`src/rtl/wdt_pkg.sv`:
```
package wdt_pkg;
  localparam int PRE_W = 8;
  localparam logic [31:0] UNLOCK_KEY_A = 32'h1234_5678;
  localparam logic [31:0] UNLOCK_KEY_B = 32'h8765_4321;

  typedef enum logic [1:0] {LK_IDLE, LK_HALF, LK_OPEN} lockState_e;

  typedef enum logic [2:0] {
    REG_LOAD   = 3'd0,
    REG_COUNT  = 3'd1,
    REG_CTRL   = 3'd2,
    REG_DISARM = 3'd3,
    REG_STATUS = 3'd4
  } regIdx_e;

  typedef struct packed {
    logic             reload;
    logic             countEn;
    logic [PRE_W-1:0] divide;
  } dpStrobe_t;
endpackage

```
`src/rtl/wdt_datapath.sv`:
```
module wdt_datapath
  import wdt_pkg::*;
#(
  parameter int DATA_W = 32
) (
  input  logic              clk,
  input  logic              rstN,
  input  dpStrobe_t         strobe,
  input  logic [DATA_W-1:0] wrData,
  input  logic [DATA_W-1:0] loadVal,
  output logic [DATA_W-1:0] counterVal,
  output logic              expire
);
  logic [PRE_W-1:0] preCnt;
  logic             tick;
  logic             atZero;

  assign tick   = strobe.countEn && (preCnt >= strobe.divide);
  assign atZero = (counterVal == '0);
  assign expire = tick && atZero && !strobe.reload;

  always_ff @(posedge clk or negedge rstN) begin
    if (!rstN) begin
      preCnt     <= '0;
      counterVal <= '0;
    end else if (strobe.reload) begin
      preCnt     <= '0;
      counterVal <= wrData;
    end else if (strobe.countEn) begin
      if (tick) begin
        preCnt     <= '0;
        counterVal <= atZero ? loadVal : counterVal - 1'b1;
      end else begin
        preCnt <= preCnt + 1'b1;
      end
    end
  end
endmodule

```
`src/rtl/wdt_ctrl.sv`:
```
module wdt_ctrl
  import wdt_pkg::*;
#(
  parameter int DATA_W = 32,
  parameter int ADDR_W = 3
) (
  input  logic              clk,
  input  logic              rstN,
  input  logic              wrEn,
  input  logic [ADDR_W-1:0] addr,
  input  logic [DATA_W-1:0] wrData,
  input  logic              expire,
  output dpStrobe_t         strobe,
  output logic [DATA_W-1:0] loadVal,
  output logic [DATA_W-1:0] ctrlWord,
  output logic              resetFlag,
  output logic              eventFlag,
  output logic              wdMode,
  output logic              unlocked,
  output logic              wdResetPulse
);
  localparam int MODE_BIT = 3;
  localparam int DIV_LSB  = 8;

  logic             enableBit;
  logic [PRE_W-1:0] divideReg;
  lockState_e       lockState;

  logic wrLoad, wrCtrl, wrDisarm, wrStatus;
  logic loadChanged, ctrlBlocked;

  assign wrLoad   = wrEn && (addr == ADDR_W'(REG_LOAD));
  assign wrCtrl   = wrEn && (addr == ADDR_W'(REG_CTRL));
  assign wrDisarm = wrEn && (addr == ADDR_W'(REG_DISARM));
  assign wrStatus = wrEn && (addr == ADDR_W'(REG_STATUS));

  assign loadChanged = wrLoad && (wrData != loadVal);
  assign unlocked    = (lockState == LK_OPEN);
  assign ctrlBlocked = wdMode && !unlocked && !wrData[MODE_BIT];

  assign strobe.reload  = loadChanged;
  assign strobe.countEn = enableBit;
  assign strobe.divide  = divideReg;

  always_comb begin
    ctrlWord = '0;
    ctrlWord[0] = enableBit;
    ctrlWord[MODE_BIT] = wdMode;
    ctrlWord[DIV_LSB +: PRE_W] = divideReg;
  end

  always_ff @(posedge clk or negedge rstN) begin
    if (!rstN) begin
      loadVal <= '0;
    end else if (loadChanged) begin
      loadVal <= wrData;
    end
  end

  always_ff @(posedge clk or negedge rstN) begin
    if (!rstN) begin
      enableBit <= 1'b0;
      wdMode    <= 1'b0;
      divideReg <= '0;
    end else if (wrCtrl && !ctrlBlocked) begin
      enableBit <= wrData[0];
      wdMode    <= wrData[MODE_BIT];
      divideReg <= wrData[DIV_LSB +: PRE_W];
    end
  end

  always_ff @(posedge clk or negedge rstN) begin
    if (!rstN) begin
      lockState <= LK_IDLE;
    end else if (wrCtrl) begin
      lockState <= LK_IDLE;
    end else if (wrDisarm) begin
      if (lockState == LK_HALF && wrData == DATA_W'(UNLOCK_KEY_B)) begin
        lockState <= LK_OPEN;
      end else if (wrData == DATA_W'(UNLOCK_KEY_A)) begin
        lockState <= LK_HALF;
      end else begin
        lockState <= LK_IDLE;
      end
    end
  end

  always_ff @(posedge clk or negedge rstN) begin
    if (!rstN) begin
      resetFlag    <= 1'b0;
      eventFlag    <= 1'b0;
      wdResetPulse <= 1'b0;
    end else begin
      resetFlag    <= (resetFlag && !(wrStatus && wrData[0])) || (expire && wdMode);
      eventFlag    <= (eventFlag && !(wrStatus && wrData[1])) || (expire && !wdMode);
      wdResetPulse <= expire && wdMode;
    end
  end
endmodule

```
`src/rtl/wdt_timer.sv`:
```
module wdt_timer
  import wdt_pkg::*;
#(
  parameter int DATA_W = 32,
  parameter int ADDR_W = 3
) (
  input  logic              clk,
  input  logic              rstN,
  input  logic              wrEn,
  input  logic [ADDR_W-1:0] addr,
  input  logic [DATA_W-1:0] wrData,
  output logic [DATA_W-1:0] rdData,
  output logic              wdResetPulse
);
  dpStrobe_t         strobe;
  logic [DATA_W-1:0] loadVal;
  logic [DATA_W-1:0] counterVal;
  logic [DATA_W-1:0] ctrlWord;
  logic              expire;
  logic              resetFlag;
  logic              eventFlag;
  logic              wdMode;
  logic              unlocked;
  logic              countEn;

  assign countEn = strobe.countEn;

  wdt_ctrl #(.DATA_W(DATA_W), .ADDR_W(ADDR_W)) u_ctrl (
    .clk          (clk),
    .rstN         (rstN),
    .wrEn         (wrEn),
    .addr         (addr),
    .wrData       (wrData),
    .expire       (expire),
    .strobe       (strobe),
    .loadVal      (loadVal),
    .ctrlWord     (ctrlWord),
    .resetFlag    (resetFlag),
    .eventFlag    (eventFlag),
    .wdMode       (wdMode),
    .unlocked     (unlocked),
    .wdResetPulse (wdResetPulse)
  );

  wdt_datapath #(.DATA_W(DATA_W)) u_dp (
    .clk        (clk),
    .rstN       (rstN),
    .strobe     (strobe),
    .wrData     (wrData),
    .loadVal    (loadVal),
    .counterVal (counterVal),
    .expire     (expire)
  );

  always_comb begin
    rdData = '0;
    case (addr)
      ADDR_W'(REG_LOAD):   rdData = loadVal;
      ADDR_W'(REG_COUNT):  rdData = counterVal;
      ADDR_W'(REG_CTRL):   rdData = ctrlWord;
      ADDR_W'(REG_STATUS): rdData = {{(DATA_W-2){1'b0}}, eventFlag, resetFlag};
      default:             rdData = '0;
    endcase
  end
endmodule

```
`config.mk`:
```
export PLATFORM = sky130hd
export DESIGN_NAME = wdt_timer
export DESIGN_NICKNAME = d
export VERILOG_FILES = /design/src/rtl/wdt_pkg.sv /design/src/rtl/wdt_datapath.sv /design/src/rtl/wdt_ctrl.sv /design/src/rtl/wdt_timer.sv
export SDC_FILE = /design/constraint.sdc
export NUM_CORES = 1
export LEC_CHECK = 0
export BUFFER_PORTS_ARGS = -buffer_cell sky130_fd_sc_hd__buf_2
export CORE_MARGIN = 2
export CORE_UTILIZATION = 60
export CTS_BUF_LIST = sky130_fd_sc_hd__clkbuf_16
export DETAILED_ROUTE_END_ITERATION = 16
export GPL_TIMING_DRIVEN = 0
export PLACE_DENSITY = 0.81
export SLEW_MARGIN = 40
export SYNTH_ARGS = -nofsm -noshare
export SYNTH_HDL_FRONTEND = slang
export SYNTH_HIERARCHICAL = 1
export SYNTH_SLANG_ARGS = --single-unit
```
`constraint.sdc`:
```
create_clock -name clk -period 3.43 [get_ports clk]
set_input_delay 0.686 -clock clk [delete_from_list [all_inputs] [get_ports clk]]
set_output_delay 0.686 -clock clk [all_outputs]
set_load 0.02 [all_outputs]
```
==> results.py, run 1 <==
metrics = {
    "finish": {
        "design_area_um2": 8020,
        "antenna_cells": 0,
        "fin_nets": 903,
        "layout.cells.non_filler": 1002,
        "area_growth_pct": 13.7,
        "drive_gt1_share_pct": 32.7,
    },
    "clock_tree": {
        "ctsHoldBuffers": 0,
        "cts_buffers": 9,
        "path_clk_slew_ns": 0.07,
        "clk_latency_ns": 0.35,
        "clock_path_buffers": 2,
        "cts_tree": "built",
        "root_buffer": "clkbuf_16",
        "clock_sinks": 87,
        "htreeDepth": 3,
    },
    "synth": {
        "yosys_most_used_dff": "dfrtp_1",
        "synth_seq_cells": 87,
        "yosysSeqAreaShare_pct": 30.9,
        "synth_area_um2": 7050,
        "synth_edf_count": 0,
        "syn_inst": 750,
        "ys_async_sr_fraction_pct": 100,
        "syn_avg_cell_area_um2": 9.40,
        "synth_cell_types": 74,
        "ys_warn_count": 6,
    },
    "detailed_routing": {
        "drt-initial-drc-count": 777,
        "first_pass_iters": 6,
        "totalWireLength_um": 25000,
        "post_drt_via_cell_ratio": 6.62,
        "drc": 0,
        "wl_per_cell_um": 24.9,
        "ant_nets": 0,
        "vias": 6634,
    },
    "placed_design": {
        "portBuffers": 70,
        "dp_cells": 985,
        "place.gp.congestion": 1.09,
        "preCtsSetupSlack_ns": -1.33,
        "dpl_cell_area_um2": 7700,
        "dp_hpwl_um": 18200,
    },
    "worst_setup_path": {
        "cp.required_ns": 3.71,
        "worstPathMaxFanout": 10,
        "cp.arrival_ns": 3.69,
        "crit_type": "input pin to flop",
        "critPathCapture": "u_dp/counterVal[9]",
        "regToRegSetupSlack_ns": 0.08,
        "r2r-end": "u_dp/counterVal[9]",
        "crit_start": "wrData[0]",
        "crit_chain": "buf_2, xor2_1, nor4_2, nand4_1, o211ai_4, buf_6, inv_1, buf_4, nor3_1, clkbuf_1, o21ai_0, nand3_1",
        "r2r_cells": 11,
        "slowest_stage": "clkbuf_1",
        "crit_path_end_kind": "flop",
        "worstReg2RegStart": "u_ctrl/loadVal[2]",
        "slowest_delay_ns": 0.60,
        "critPathLaunchType": "input pin",
    },
    "grt": {
        "track_usage_pct": 40.0,
        "grt_overflow": 0,
        "grt_pass1_vias": 6476,
        "grt_first_pass_wirelength_um": 38000,
        "antenna_found_initial": 0,
        "grt_max_degree": 48,
    },
    "power": {
        "powerDensity_nw_per_um2": 519,
        "ir_drop_mv": 0.447,
        "p_leak_nw": 3.44,
    },
    "floorplan": {
        "start_util_pct": 61.5,
        "core_um2": 11500,
        "dieArea_um2": 12600,
        "die-width_um": 112,
        "rows": 39,
        "ios": 71,
        "die_y_um": 112,
    },
    "timing": {
        "setup-violations-final": 0,
        "fin_ws_ns": 0.0236,
        "slew_headroom_pct": 47.4,
        "min_period_ns": 3.41,
        "fin_worst_skew_ns": 0.00820,
        "grt_setup_unrepaired": "no",
        "hold_viol_final": 0,
        "worst-slew-pin-transition_ns": 0.782,
        "clock.fmax_mhz": 294,
        "fin_crit_sh_pct": 99.3,
        "finalMaxSlewViolations": 0,
    },
    "hold_path": {
        "hold_class": "input pin to asynchronous set/reset pin",
    },
    "run": {
        "max_cap_viol_count": 0,
    },
    "run_status": {
        "status": "finished, final reports clean",
    },
}
[per-stage QoR]
step                util [%]  hold WS (ns)  TNS, ns  total power, mW
floorplan                  -         0.390        0             2.64
global placement        66.8         0.468   -35.34             3.09
detailed placement      67.1         0.472   -36.64             3.15
CTS                     69.8         0.251        0             4.12
global route            69.9         0.269        0             4.37
finish                  69.9         0.243        0             4.16
[critical path, delay by kind of cell]
family                 cells  cell delay, ns
buffers and inverters      5            1.20
AND/OR/NAND/NOR            4            1.09
AO/OA/AOI/OAI              2            0.50
XOR/XNOR                   1            0.20
[Yosys cell counts, types with 11 or more instances]
library cell   n  area (um2)
dfrtp_1       87        2180
nand2_1       57         214
a211oi_2      56         701
nor2_1        47         176
mux2_2        41         462
xor2_1        41         359
buf_4         35         263
nor2b_1       33         206
nand2b_1      29         181
inv_1         26        97.6
a21oi_1       20         100
nor4_1        20         125
o21ai_0       18        90.1
nor3_1        16        80.1
a211oi_1      14         105
clkbuf_1      14        52.6
buf_2         13        65.1
nand3_1       12        60.1
nand4_1       12        75.1
ha_1          11         138
[layout by cell type (no fill, tap or decap), types with 7 or more instances in the layout]
| master | n |
|---|---|
| dfrtp_1 | 87 |
| buf_2 | 84 |
| a211oi_2 | 56 |
| nand2_1 | 56 |
| nor2_1 | 47 |
| xor2_1 | 41 |
| mux2_2 | 41 |
| buf_4 | 36 |
| nor2b_1 | 33 |
| nand2b_1 | 29 |
| inv_1 | 26 |
| conb_1 | 22 |
| a21oi_1 | 20 |
| o21ai_0 | 18 |
| nor4_1 | 18 |
| nor3_1 | 16 |
| a211oi_1 | 14 |
| nand4_1 | 12 |
| nand3_1 | 12 |
| buf_6 | 11 |
| ha_1 | 11 |
| clkbuf_16 | 9 |
| clkbuf_1 | 8 |
| o211ai_1 | 8 |
| and3_1 | 7 |
| xnor2_1 | 7 |
[worst min path at each step]
stage	slack, ns	to	from
finish	0.24	u_ctrl/loadVal[0]	rstN
global route	0.27	u_ctrl/loadVal[0]	rstN
CTS	0.25	u_ctrl/loadVal[0]	rstN
detailed placement	0.47	u_ctrl/resetFlag	u_ctrl/resetFlag
global placement	0.47	u_ctrl/resetFlag	u_ctrl/resetFlag
floorplan	0.39	u_ctrl/divideReg[0]	rstN
[final cells by class]
class	instances	area [um2]
inverters	26	97.6
clock buffers	9	225
repair buffers	72	392
flip-flops and latches	87	2180
well taps	143	179
fillers	901	3450
clock inverters	7	53.8
plain buffers	83	628
multi-input cells	575	4260
[cells by family after synthesis]
logic type | after synthesis | synth area share [%]
fa+ha+maj | 11 | 1.95
other cells | 1 | 0.0532
flops | 87 | 30.9
simple gates | 269 | 21.1
mux | 46 | 7.29
compound gates | 179 | 22.8
buf+inv | 109 | 10.1
xor+xnor | 48 | 5.96
[sequential cells by signal, indices dropped and copies added (netlist names), 2 cells and up]
signal / count
u_dp/preCnt: 8
u_ctrl/loadVal: 32
u_ctrl/lockState: 2
u_dp/counterVal: 32
u_ctrl/divideReg: 8
[metal layers]
layer | global-route usage [%] | wire length [um] | share of wire (%)
met5 | 0 | 0 | 0
met4 | 21.1 | 1240 | 5.0
met3 | 8.48 | 2780 | 11
met2 | 60.2 | 11100 | 44
met1 | 54.3 | 9910 | 40
[power by group]
group / internal (mW) / switching (mW) / total, mW
sequential: 1.28 / 0.438 / 1.72
combinational: 0.681 / 0.801 / 1.48
clock: 0.498 / 0.457 / 0.955
total: 2.46 / 1.70 / 4.16
[repair_timing]
action,4_1_cts,5_1_grt
setup endpoints to repair,43,26
pin swaps,1,1
resized for setup,8,9
buffers inserted,1,0
Note: power is estimated with default switching activity, not from simulation.
==> run 2, diff against run 1 <==
--- a/config.mk
+++ b/config.mk
@@ -7,13 +7,11 @@
 export LEC_CHECK = 0
 export BUFFER_PORTS_ARGS = -buffer_cell sky130_fd_sc_hd__buf_2
 export CORE_MARGIN = 2
-export CORE_UTILIZATION = 60
+export CORE_UTILIZATION = 59
 export CTS_BUF_LIST = sky130_fd_sc_hd__clkbuf_16
 export DETAILED_ROUTE_END_ITERATION = 16
-export GPL_TIMING_DRIVEN = 0
 export PLACE_DENSITY = 0.81
 export SLEW_MARGIN = 40
 export SYNTH_ARGS = -nofsm -noshare
 export SYNTH_HDL_FRONTEND = slang
-export SYNTH_HIERARCHICAL = 1
 export SYNTH_SLANG_ARGS = --single-unit
==> run 2 against run 1 <==
Maximum frequency up 12%. Largest power group unchanged. Worst setup slack better by 0.38 ns. Combinational power down 20%. Die area down 16%. Register-to-register slack better by 0.32 ns. Final area down 19%. First-iteration DRC count down 9.4%. Sequential share of layout area up 6.3 points. Clock skew down 0.0039 ns. Synthesized cell count down 9.5%. Utilization down 2.4 points.
==> results.py, run 2 <==
metrics = {
    "run_status": {
        "status": "finished, final reports clean",
    },
    "synth": {
        "yosys.area_share.adder_pct": 2.39,
        "yosysSeqAreaShare_pct": 37.8,
        "yosys.area.top_type": "dfrtp_1",
        "synth_edf_count": 0,
        "synth_seq_cells": 87,
        "yosys-top-cells-area": "dfrtp_1, o21ai_0, xor2_1, nand2_1, a22o_1",
        "synth_area_um2": 5750,
        "syn_inst": 679,
        "synth.net_count": 728,
        "synth_compound_area_share_pct": 24.9,
        "synth.mux.area_fraction_pct": 2.48,
        "synth_common_cells": "dfrtp_1, nand2_1, o21ai_0",
        "syn_avg_cell_area_um2": 8.47,
        "synth_top_family_by_area": "compound AO/OA/AOI/OAI gates",
        "synthSimpleGateAreaFrac_pct": 20.1,
        "ys_warn_count": 0,
        "yosysMostFrequentCell": "dfrtp_1",
        "yosys_most_used_dff": "dfrtp_1",
        "ys_async_sr_fraction_pct": 100,
        "yosysTopAreaCellShare_pct": 37.8,
        "synth_xor_area_share_pct": 5.33,
        "synth_cell_types": 56,
    },
    "power": {
        "powerDensity_nw_per_um2": 554,
        "ir_drop_mv": 0.344,
        "total_power_mw": 3.60,
        "p_leak_nw": 3.04,
    },
    "timing": {
        "slew_headroom_pct": 45.6,
        "fin_crit_sh_pct": 88.3,
        "fin_worst_skew_ns": 0.00427,
        "setup-violations-final": 0,
        "totalNegativeSetupSlack_ns": 0,
        "worst-slew-pin-transition_ns": 0.816,
        "clock.fmax_mhz": 330,
        "hold_viol_final": 0,
        "min_period_ns": 3.03,
        "finalMaxSlewViolations": 0,
        "grt_setup_unrepaired": "no",
    },
    "clock_tree": {
        "root_buffer": "clkbuf_16",
        "clock_sinks": 87,
        "cts_buffers": 9,
        "cts_setup_buffers": 0,
        "ctsResizeCount": 0,
        "cts_tree": "built",
        "ctsHoldBuffers": 0,
        "htreeDepth": 3,
        "clk_latency_ns": 0.34,
        "clock_path_buffers": 2,
        "path_clk_slew_ns": 0.06,
    },
    "finish": {
        "drive_gt1_share_pct": 15.4,
        "final_cell_mix": "dfrtp_1, nand2_1, buf_2",
        "final_common_cell": "dfrtp_1",
        "area_growth_pct": 13.0,
        "finalCoreUtilization_pct": 67.5,
        "top_regs": "u_ctrl.loadVal: 32 flops, u_dp.counterVal: 32 flops",
        "antenna_cells": 0,
        "fin_nets": 777,
    },
    "grt": {
        "grt_overflow": 0,
        "grt_pass1_vias": 5317,
        "grt_first_pass_wirelength_um": 27700,
        "grt_max_degree": 57,
        "track_usage_pct": 34.2,
        "antenna_found_initial": 0,
    },
    "detailed_routing": {
        "ant_nets": 0,
        "drt-initial-drc-count": 704,
        "vias": 5713,
        "post_drt_via_cell_ratio": 6.60,
        "drc": 0,
        "totalWireLength_um": 17600,
        "first_pass_iters": 5,
        "wl_per_cell_um": 20.3,
    },
    "floorplan": {
        "start_util_pct": 59.7,
        "die_y_um": 103,
        "dieArea_um2": 10600,
        "rows": 36,
        "die-width_um": 103,
        "ios": 71,
        "core_um2": 9640,
    },
    "worst_setup_path": {
        "r2r_cells": 7,
        "crit_chain": "nor4_4, nand4_4, or3_1, buf_4, a2bb2oi_1, o221ai_1, o21ai_0",
        "crit_path_end_kind": "flop",
        "worstPathMaxFanout": 19,
        "slowest_stage": "nor4_4",
        "cp.depth": 7,
        "crit_type": "flop to flop",
        "slowest_delay_ns": 0.68,
        "path_buf_inv": 1,
        "path_delay_family": "simple AND/OR/NAND/NOR gates",
        "critPathLaunchType": "flop",
        "cp.required_ns": 3.64,
        "cp.arrival_ns": 3.24,
    },
    "placed_design": {
        "place.gp.congestion": 0.989,
        "portBuffers": 70,
        "dp_hpwl_um": 12600,
    },
    "run": {
        "max_cap_viol_count": 0,
    },
    "hold_path": {
        "hold_class": "input pin to asynchronous set/reset pin",
    },
}
## run 2: cell types whose count changed after synthesis, moves of 21 or more
cell / before / now
nand2b_1: 29 / 4
o21ai_0: 18 / 62
a22o_1: 1 / 25
inv_1: 26 / 47
mux2_2: 41 / 2
buf_4: 35 / 0
a211oi_2: 56 / 0
nor2b_1: 33 / 5
## run 2: stage by stage
stage          instances  area (um2)  setup slack [ns]  hold slack [ns]
2_1_floorplan        679        5750             0.663            0.390
4_1_cts              866        6500             0.457            0.386
3_5_place_dp         850        6250             0.465            0.487
3_3_place_gp         850        6250             0.532            0.463
5_1_grt              866        6500             0.319            0.408
6_report             866        6500             0.402            0.357
## run 2: per-layer routing
| layer | GRT usage [%] | wire [um] | up-vias |
|---|---|---|---|
| met5 | 0 | 0 | - |
| met4 | 12.3 | 483 | 0 |
| met3 | 5.97 | 1860 | 49 |
| met2 | 52.2 | 7960 | 360 |
| met1 | 49.2 | 7280 | 2727 |
| li1 | - | - | 2577 |
## run 2: area by class of cell
| cell class | count | area [um2] |
|---|---|---|
| Clock buffer | 9 | 225 |
| Multi-Input combinational cell | 494 | 3210 |
| Tap cell | 133 | 166 |
| Inverter | 47 | 176 |
| Timing Repair Buffer | 89 | 520 |
| Clock inverter | 7 | 30.0 |
| Fill cell | 814 | 3130 |
| Sequential cell | 87 | 2180 |
## run 2: kinds of logic after synthesis
kind of cell / count (synthesis)
flops: 87
buf+inv: 98
compound gates: 213
simple gates: 221
xor+xnor: 35
fa+ha+maj: 11
mux: 14
## run 2: final timing paths
path | start | endpoint | slack [ns]
min reg2reg | u_ctrl.resetFlag | u_ctrl.resetFlag | 0.50
max in group asynchronous | rstN | u_ctrl.loadVal[15] | 2.30
min in group clk | u_ctrl.resetFlag | u_ctrl.resetFlag | 0.50
max reg2reg | u_dp.counterVal[5] | u_dp.counterVal[2] | 0.40
max | u_dp.counterVal[5] | u_dp.counterVal[2] | 0.40
min | rstN | u_dp.counterVal[31] | 0.36
## run 2: where the power goes
part | switching [mW] | leakage [nW] | internal, mW
Sequential | 0.303 | 1.11 | 1.23
Clock | 0.398 | 0.129 | 0.477
Combinational | 0.716 | 1.80 | 0.477
Total | 1.42 | 3.04 | 2.18
==> run 3, diff against run 2 <==
--- a/config.mk
+++ b/config.mk
@@ -7,11 +7,12 @@
 export LEC_CHECK = 0
 export BUFFER_PORTS_ARGS = -buffer_cell sky130_fd_sc_hd__buf_2
 export CORE_MARGIN = 2
-export CORE_UTILIZATION = 59
+export CORE_UTILIZATION = 60
 export CTS_BUF_LIST = sky130_fd_sc_hd__clkbuf_16
 export DETAILED_ROUTE_END_ITERATION = 16
 export PLACE_DENSITY = 0.81
 export SLEW_MARGIN = 40
 export SYNTH_ARGS = -nofsm -noshare
 export SYNTH_HDL_FRONTEND = slang
+export SYNTH_HIERARCHICAL = 1
 export SYNTH_SLANG_ARGS = --single-unit
==> run 3 against run 2 <==
Global-route usage fell by 0.16 points. Worst setup slack got worse by 0.087 ns. Maximum frequency fell by 2.8%. Critical path depth did not move. Critical endpoint is now u_dp/counterVal[10]. Largest cell class unchanged.
==> results.py, run 3 (synthesis gave the netlist of run 1 again) <==
metrics = {
    "detailed_routing": {
        "wl_per_cell_um": 22.6,
        "drc": 0,
        "vias": 6217,
        "post_drt_via_cell_ratio": 6.60,
        "drt-initial-drc-count": 620,
        "totalWireLength_um": 21300,
        "first_pass_iters": 5,
        "ant_nets": 0,
    },
    "worst_setup_path": {
        "crit_type": "flop to flop",
        "crit_chain": "or4_1, nor4_4, nand3_1, buf_4, o21ai_0, a211oi_1, a221oi_1",
        "crit_path_end_kind": "flop",
        "path_delay_family": "simple AND/OR/NAND/NOR gates",
        "critPathLaunchType": "flop",
        "cp.required_ns": 3.67,
        "slowest_stage": "or4_1",
        "path_buf_inv": 1,
        "cp.arrival_ns": 3.35,
        "worstPathMaxFanout": 18,
        "slowest_delay_ns": 0.69,
    },
    "grt": {
        "grt_overflow": 0,
        "grt_pass1_vias": 5978,
        "grt_max_degree": 54,
        "antenna_found_initial": 0,
        "grt_first_pass_wirelength_um": 33400,
        "track_usage_pct": 34.0,
    },
    "finish": {
        "fillers": 939,
        "area_growth_pct": 7.33,
        "antenna_cells": 0,
        "multi_input_area_um2": 4250,
        "final_cell_mix": "dfrtp_1, buf_2, nand2_1",
        "final_common_cell": "dfrtp_1",
        "finalCoreUtilization_pct": 66.0,
        "drive_gt1_share_pct": 28.5,
        "fin_nets": 843,
        "top_regs": "u_ctrl/loadVal: 32 flops, u_dp/counterVal: 32 flops",
        "seq_area_um2": 2180,
    },
    "clock_tree": {
        "clock_path_buffers": 2,
        "htreeDepth": 3,
        "cts_tree": "built",
        "cts_buffers": 9,
        "cts_setup_buffers": 0,
        "clock_sinks": 87,
        "ctsResizeCount": 0,
        "root_buffer": "clkbuf_16",
        "clk_latency_ns": 0.36,
        "ctsHoldBuffers": 0,
        "path_clk_slew_ns": 0.07,
    },
    "timing": {
        "totalNegativeSetupSlack_ns": 0,
        "fin_worst_skew_ns": 0.00753,
        "min_period_ns": 3.11,
        "hold_viol_final": 0,
        "finalMaxSlewViolations": 0,
        "fin_crit_sh_pct": 90.8,
        "setup-violations-final": 0,
        "slew_headroom_pct": 49.7,
        "worst-slew-pin-transition_ns": 0.744,
        "grt_setup_unrepaired": "no",
        "clock.fmax_mhz": 321,
    },
    "power": {
        "pwr-share-seq_pct": 42.5,
        "p_sw_share_pct": 40.6,
        "clkPwrFrac_pct": 23.9,
        "power.switching_mw": 1.64,
        "p_leak_nw": 3.19,
        "pwr-share-comb_pct": 33.6,
        "p_int_mw": 2.41,
        "powerDensity_nw_per_um2": 535,
        "ir_drop_mv": 0.352,
    },
    "floorplan": {
        "die_y_um": 112,
        "dieArea_um2": 12600,
        "die-width_um": 112,
        "core_um2": 11500,
        "start_util_pct": 61.5,
        "ios": 71,
        "rows": 39,
    },
    "run_status": {
        "status": "finished, final reports clean",
    },
    "run": {
        "max_cap_viol_count": 0,
    },
    "placed_design": {
        "portBuffers": 70,
        "dp_hpwl_um": 15200,
        "place.gp.congestion": 0.953,
    },
    "hold_path": {
        "hold_class": "input pin to asynchronous set/reset pin",
    },
}
## run 3: cell count changes in the layout (fill, tap and decap cells not counted), moves of 8 or more
cell      previous run  this run
conb_1               0        22
o21ai_0             62        18
nand2b_1             4        29
o31ai_1             12         4
mux2_2               2        41
a21oi_1             35        20
a22o_1              25         1
inv_1               47        26
nor2b_1              5        33
nand2_1             75        57
mux2i_1             12         3
a211oi_1             1        14
a211oi_2             0        56
xor2_1              33        41
## run 3: metrics by stage
stage / total power, mW / hold WS [ns] / worst slack [ns] / instance area, um2 / cells
2_1_floorplan: 2.64 / 0.390 / 0.388 / 7130 / 771
3_3_place_gp: 3.00 / 0.467 / 0.309 / 7290 / 926
3_5_place_dp: 3.05 / 0.485 / 0.316 / 7290 / 926
4_1_cts: 4.02 / 0.342 / 0.344 / 7570 / 942
5_1_grt: 4.26 / 0.363 / 0.137 / 7570 / 942
6_report: 4.05 / 0.314 / 0.315 / 7570 / 942
## run 3: worst paths after layout
path | depth (start not counted) | slack [ns] | endpoint | from
max reg2reg | 7 | 0.32 | u_dp/counterVal[10] | u_dp/counterVal[24]
min reg2reg | 2 | 0.52 | u_ctrl/eventFlag | u_ctrl/eventFlag
max in group asynchronous | 2 | 2.44 | u_ctrl/divideReg[5] | rstN
min | 1 | 0.31 | u_ctrl/loadVal[1] | rstN
max | 7 | 0.32 | u_dp/counterVal[10] | u_dp/counterVal[24]
min in group clk | 2 | 0.52 | u_ctrl/eventFlag | u_ctrl/eventFlag
## run 3: power groups by stage
stage | clock (mW) | sequential (mW) | combinational [mW]
after floorplan | 0 | 1.57 | 1.07
after global placement | 0 | 1.72 | 1.28
after detailed placement | 0 | 1.72 | 1.32
after CTS | 0.970 | 1.71 | 1.34
after global routing | 1.01 | 1.76 | 1.49
final | 0.968 | 1.72 | 1.36
## run 3: layout make-up
type,instances,share of cell area (%)
Clock inverter,7,0.711
Tap cell,143,2.36
Clock buffer,9,2.98
Inverter,26,1.29
Multi-Input combinational cell,575,56.2
Timing Repair Buffer,95,7.70
Sequential cell,87,28.8
## run 3: per-layer routing
layer / GRT usage, % / up-vias / wire [um] / part of all wire, %
met2: 51.7 / 372 / 9680 / 46
met1: 47.6 / 3011 / 8830 / 41
met3: 7.29 / 64 / 2000 / 9.4
li1: - / 2770 / - / -
met4: 13.9 / 0 / 771 / 3.6
met5: 0 / - / 0 / 0
